<file path="src/rtl/bankwin_pkg.sv">
package bankwin_pkg;

  typedef enum logic [1:0] {
    K_RW   = 2'd0,
    K_RSVD = 2'd1,
    K_REV  = 2'd2,
    K_SEL  = 2'd3
  } word_kind_e;

  // Role of a given word of a given bank inside the window.
  function automatic word_kind_e classify(input int bank, input int word,
                                          input int sel_word,
                                          input int rsvd_bank, input int rsvd_word,
                                          input int rev_bank, input int rev_word);
    if (word == sel_word) return K_SEL;
    if (bank == rsvd_bank && word == rsvd_word) return K_RSVD;
    if (bank == rev_bank && word == rev_word) return K_REV;
    return K_RW;
  endfunction

endpackage

</file>
<file path="src/rtl/bw_lane_reg.sv">
module bw_lane_reg #(
  parameter int LANES = 2
) (
  input  logic               clk,
  input  logic               rst_n,
  input  logic               wr_en,
  input  logic [LANES-1:0]   be,
  input  logic [LANES*8-1:0] wdata,
  output logic [LANES*8-1:0] q
);

  for (genvar l = 0; l < LANES; l++) begin : g_lane
    logic       lane_en;
    logic [7:0] lane_d;

    always_comb begin
      lane_en = wr_en & be[l];
      lane_d  = wdata[l*8 +: 8];
    end

    always_ff @(posedge clk or negedge rst_n) begin
      if (!rst_n)       q[l*8 +: 8] <= '0;
      else if (lane_en) q[l*8 +: 8] <= lane_d;
    end
  end

endmodule

</file>
<file path="src/rtl/bw_bank_sel.sv">
module bw_bank_sel #(
  parameter int BANK_W = 2
) (
  input  logic              clk,
  input  logic              rst_n,
  input  logic              sel_wr,
  input  logic [BANK_W-1:0] sel_d,
  output logic [BANK_W-1:0] bank_q
);

  logic [BANK_W-1:0] bank_d;

  always_comb begin
    bank_d = bank_q;
    if (sel_wr) bank_d = sel_d;
  end

  always_ff @(posedge clk or negedge rst_n) begin
    if (!rst_n) bank_q <= '0;
    else        bank_q <= bank_d;
  end

endmodule

</file>
<file path="src/rtl/bw_read_port.sv">
module bw_read_port #(
  parameter int DATA_W = 16
) (
  input  logic              clk,
  input  logic              rst_n,
  input  logic              rd_en,
  input  logic [DATA_W-1:0] rd_word,
  output logic [DATA_W-1:0] rdata
);

  logic [DATA_W-1:0] rdata_d;

  always_comb begin
    rdata_d = rdata;
    if (rd_en) rdata_d = rd_word;
  end

  always_ff @(posedge clk or negedge rst_n) begin
    if (!rst_n) rdata <= '0;
    else        rdata <= rdata_d;
  end

endmodule

</file>
<file path="src/rtl/banked_reg_window.sv">
module banked_reg_window #(
  parameter int         NUM_BANKS = 4,
  parameter int         ADDR_W    = 3,
  parameter int         DATA_W    = 16,
  parameter int         RSVD_BANK = 0,
  parameter int         RSVD_WORD = 6,
  parameter int         REV_BANK  = 3,
  parameter int         REV_WORD  = 5,
  parameter logic [7:0] ID_BYTE   = 8'h33,
  parameter logic [7:0] CHIP_ID   = 8'h5C,
  parameter logic [7:0] REV_NUM   = 8'h02
) (
  input  logic              clk,
  input  logic              rst_n,
  input  logic [ADDR_W-1:0] bus_addr,
  input  logic [1:0]        bus_be,
  input  logic              bus_wr,
  input  logic              bus_rd,
  input  logic [DATA_W-1:0] bus_wdata,
  output logic [DATA_W-1:0] bus_rdata
);
  import bankwin_pkg::*;

  localparam int WORDS    = 1 << ADDR_W;
  localparam int SEL_WORD = WORDS - 1;
  localparam int BANK_W   = $clog2(NUM_BANKS);
  localparam int LANES    = DATA_W / 8;
  localparam int SLOTS    = NUM_BANKS * WORDS;

  logic [BANK_W-1:0] bank_q;
  logic              sel_hit;
  logic              sel_wr;
  logic [DATA_W-1:0] slot_q [SLOTS];
  logic [DATA_W-1:0] sel_view;
  logic [DATA_W-1:0] rd_word;

  always_comb begin
    sel_hit  = (bus_addr == ADDR_W'(SEL_WORD));
    sel_wr   = bus_wr & sel_hit & bus_be[0];
    sel_view = '0;
    sel_view[DATA_W-1 -: 8]  = ID_BYTE;
    sel_view[BANK_W-1:0]     = bank_q;
  end

  bw_bank_sel #(.BANK_W(BANK_W)) u_bank_sel (
    .clk    (clk),
    .rst_n  (rst_n),
    .sel_wr (sel_wr),
    .sel_d  (bus_wdata[BANK_W-1:0]),
    .bank_q (bank_q)
  );

  for (genvar b = 0; b < NUM_BANKS; b++) begin : g_bank
    for (genvar w = 0; w < WORDS; w++) begin : g_word
      localparam word_kind_e KIND = classify(b, w, SEL_WORD, RSVD_BANK, RSVD_WORD,
                                             REV_BANK, REV_WORD);
      if (KIND == K_RW) begin : g_rw
        logic hit_wr;
        always_comb hit_wr = bus_wr & (bank_q == BANK_W'(b)) & (bus_addr == ADDR_W'(w));
        bw_lane_reg #(.LANES(LANES)) u_reg (
          .clk   (clk),
          .rst_n (rst_n),
          .wr_en (hit_wr),
          .be    (bus_be[LANES-1:0]),
          .wdata (bus_wdata),
          .q     (slot_q[b*WORDS + w])
        );
      end else if (KIND == K_REV) begin : g_rev
        assign slot_q[b*WORDS + w] = {{(DATA_W-16){1'b0}}, CHIP_ID, REV_NUM};
      end else begin : g_zero
        assign slot_q[b*WORDS + w] = '0;
      end
    end
  end

  always_comb begin
    if (sel_hit) rd_word = sel_view;
    else         rd_word = slot_q[{bank_q, bus_addr}];
  end

  bw_read_port #(.DATA_W(DATA_W)) u_read (
    .clk     (clk),
    .rst_n   (rst_n),
    .rd_en   (bus_rd),
    .rd_word (rd_word),
    .rdata   (bus_rdata)
  );

endmodule

</file>
<file path="config.mk">
export PLATFORM = sky130hd
export DESIGN_NAME = banked_reg_window
export DESIGN_NICKNAME = d
export VERILOG_FILES = /design/src/rtl/bankwin_pkg.sv /design/src/rtl/bw_lane_reg.sv /design/src/rtl/bw_bank_sel.sv /design/src/rtl/bw_read_port.sv /design/src/rtl/banked_reg_window.sv
export SDC_FILE = /design/constraint.sdc
export NUM_CORES = 1
export LEC_CHECK = 0
export BUFFER_PORTS_ARGS = -buffer_cell sky130_fd_sc_hd__clkbuf_2
export CAP_MARGIN = 40
export CORE_MARGIN = 5
export CORE_UTILIZATION = 57
export DETAILED_ROUTE_END_ITERATION = 6
export GPL_ROUTABILITY_DRIVEN = 0
export GPL_TIMING_DRIVEN = 0
export PLACE_DENSITY = 0.76
export SETUP_SLACK_MARGIN = 0.05
export SLEW_MARGIN = 10
export SYNTH_ARGS = -nofsm -noshare
export SYNTH_HDL_FRONTEND = slang
export SYNTH_SLANG_ARGS = --single-unit
</file>
<file path="constraint.sdc">
create_clock -name clk -period 1.89 [get_ports clk]
set_input_delay 0.2835 -clock clk [delete_from_list [all_inputs] [get_ports clk]]
set_output_delay 0.2835 -clock clk [all_outputs]
set_load 0.03 [all_outputs]
</file>
==> impl_metrics.yaml <==
drt:
  first_pass_iters: 5
  wire_per_inst_um: 29.2
  drc: 0
  post_drt_via_cell_ratio: 6.58
  wl_um: 60000
  vias: 13500
  drtIter0Drc: 1266
  ant_nets: 0
clocking:
  clockBufferDepth: 3
  numClockSinks: 434
  cts-root-buf: "clkbuf_16"
  clock_latency_ps: 570
  h-tree-depth: 2
  cts_tree: "done"
  cts_buffers: 46
  path_clk_slew_ps: 60
setup_path:
  worstSetupPathType: "register to register"
  required_ps: 2320
  cp_slowest_cell: "dfrtp_1"
  crit_arrival_ps: 2440
  crit_chain: "buf_6 > buf_8 > nor2b_4 > nand3_4 > buf_12 > nor2_8 > mux2_4"
  max_stage_delay_ps: 370
  critPathCaptureType: "register"
  critPathMaxFanout: 9
  critPathLaunchType: "register"
sta:
  fmax_mhz: 497
  max-slew-margin-rel_pct: 34.5
  fin_crit_sh_pct: 106
  fin_skew_ps: 22.1
  hold_viol: 0
  finalSetupViolations: 255
  layout_setup_ws_ps: -120
  maxSlewViolCount: 0
  worst_pin_slew_ps: 983
  tns_ps: -14640
  rsz0062_at_grt: "true"
  min_period_ps: 2010
power:
  p_per_area_mw_per_mm2: 1060
  ir_drop_mv: 0.755
  p_leak_nw: 11.6
  p_total_w: 0.0264
global_routing:
  grt_pass1_vias: 14000
  grt_use_total_pct: 29.9
  grt_pass1_wl_um: 89300
  antenna_found_initial: 3
  grt_overflow: 0
  grt_start_max_net_pins: 109
yosys:
  ys_types: 58
  synthTopCellsByArea: "dfrtp_1 53%, mux2_2 23%, mux2i_1 6.5%, mux4_2 3.8%, nor2_8 1.4%"
  ys_warn_count: 0
  synth_ff_type: "dfrtp_1"
  ys_ff_latch: 434
  synth-edff-count: 0
  ys_seq_area_share_pct: 53.0
  yosysTopAreaCellShare_pct: 53.0
  netlist_instances: 1417
  yosys.area.top_type: "dfrtp_1"
  async_flop_share_pct: 100
  netlist_area_mm2: 0.0205
  synth_area_per_cell_um2: 14.5
  syn-num-nets: 1442
outcome:
  outcome: "finished, violations left"
  violations: "negative setup slack"
final_layout:
  final_cell_mix: "434 x dfrtp_1, 219 x mux2_4, 194 x mux2_2"
  drive_above_1_share_pct: 48.0
  final_common_cell: "dfrtp_1"
  instances_no_fill: 2057
  nets: 1585
  fin_util_pct: 70.4
  area_delta_synth_final_pct: 21.9
place:
  dp_hpwl_um: 37400
  placedCellCount: 1920
  portBuffers: 38
  pre_cts_ws_ps: -800
die:
  die_h_um: 200
  die_w_um: 200
  initial_core_util_pct: 57.7
  die_area_mm2: 0.0398
  io_pins: 41
  rows: 69
  core_area_mm2: 0.0355
job:
  maxCapViolations: 0
hold_path:
  hold_path_class: "input port to register"
==> synth_stat cells (all sizes together) (2+ instances only) <==
library cell / instances
o221a: 3
nor2: 67
o211ai: 13
a211oi: 2
clkbuf: 44
o22a: 6
nand3b: 3
buf: 54
o221ai: 8
inv: 10
or4b: 2
o21a: 4
o22ai: 37
o211a: 6
a2bb2oi: 2
mux2: 420
mux2i: 132
a21oi: 9
o21ai: 18
nand3: 9
a31oi: 7
nor3: 8
or2: 3
nand2b: 10
nand4: 3
o32a: 6
o2bb2ai: 18
mux4: 35
nor4: 4
dfrtp: 434
nand4b: 2
nor2b: 6
nand2: 24
==> cell families after synthesis <==
kind of cell           count (synthesis)  share of synthesized area [%]
buffers and inverters                108                           2.82
muxes                                587                           33.4
AOI/OAI and AO/OA                    142                           5.03
DFF                                  434                           53.0
and+or+nand+nor                      146                           5.72
==> timing repair <==
| action | in CTS | in global routing |
|---|---|---|
| hold buffers | 1 | 0 |
| gates resized for setup | 219 | 105 |
| buffers inserted | 45 | 8 |
| cloned | 0 | 1 |
| endpoints found under the hold margin | 91 | 0 |
| endpoints found under the setup margin | 395 | 395 |
| pin swaps | 49 | 43 |
==> metal layers <==
| metal | track usage [%] | share of wire (%) | wire length, um | up-vias |
|---|---|---|---|---|
| met5 | 0 | 0.050 | 30 | - |
| met4 | 9.81 | 4.1 | 2440 | 4 |
| met3 | 7.79 | 8.9 | 5350 | 191 |
| met2 | 45.8 | 45 | 27200 | 716 |
| met1 | 42.2 | 42 | 25000 | 7081 |
| li1 | - | - | - | 5542 |
==> worst max-delay path, delay by kind of cell, from the launching register on <==
kind                   cells  cell delay, ps
buffers and inverters      3             480
multiplexers               1             350
flip-flops                 1             370
AND/OR/NAND/NOR            3             640
==> registers in the layout, indices dropped and copies added (netlist names) <==
signal	flops
g_bank.g_word.g_rw.u_reg.q	416
u_bank_sel.bank_q	2
u_read.rdata	16
==> stage by stage <==
stage	hold slack, ps	cell area, um^2
finish	71.8	25000
global route	76.7	25000
CTS	56.3	24400
detailed placement	448	21400
global placement	459	21200
floorplan	-12.1	20500
==> power by group <==
group          internal [W]  total, W  switching [W]
Combinational       0.00282   0.00534        0.00252
Clock               0.00552   0.00920        0.00368
Sequential           0.0109    0.0119       0.000959
==> final cells by class <==
| type | instances | area (um^2) |
|---|---|---|
| clock inverter | 10 | 156 |
| multi-input combinational | 875 | 10200 |
| sequential | 434 | 10900 |
| antenna | 1 | 2.50 |
| clock buffer | 73 | 1370 |
| inverter | 10 | 37.5 |
| tap | 461 | 577 |
| fill | 2211 | 10500 |
| buffer | 96 | 622 |
| timing repair buffer | 97 | 1130 |
==> path summary, 6_finish.rpt <==
path	from	endpoint	slack [ps]	depth (start not counted)
hold reg to reg	u_read.rdata[8]	u_read.rdata[8]	480	1
setup / recovery	u_bank_sel.bank_q[0]	g_bank[2].g_word[0].g_rw.u_reg.q[2]	-120	7
setup reg to reg	u_bank_sel.bank_q[0]	g_bank[2].g_word[0].g_rw.u_reg.q[2]	-120	7
hold / removal	bus_wdata[6]	g_bank[2].g_word[3].g_rw.u_reg.q[6]	70	2
min in group asynchronous	rst_n	g_bank[2].g_word[3].g_rw.u_reg.q[9]	390	2
max in group asynchronous	rst_n	g_bank[1].g_word[0].g_rw.u_reg.q[5]	470	3
Note: power is estimated with default switching activity, not from simulation.
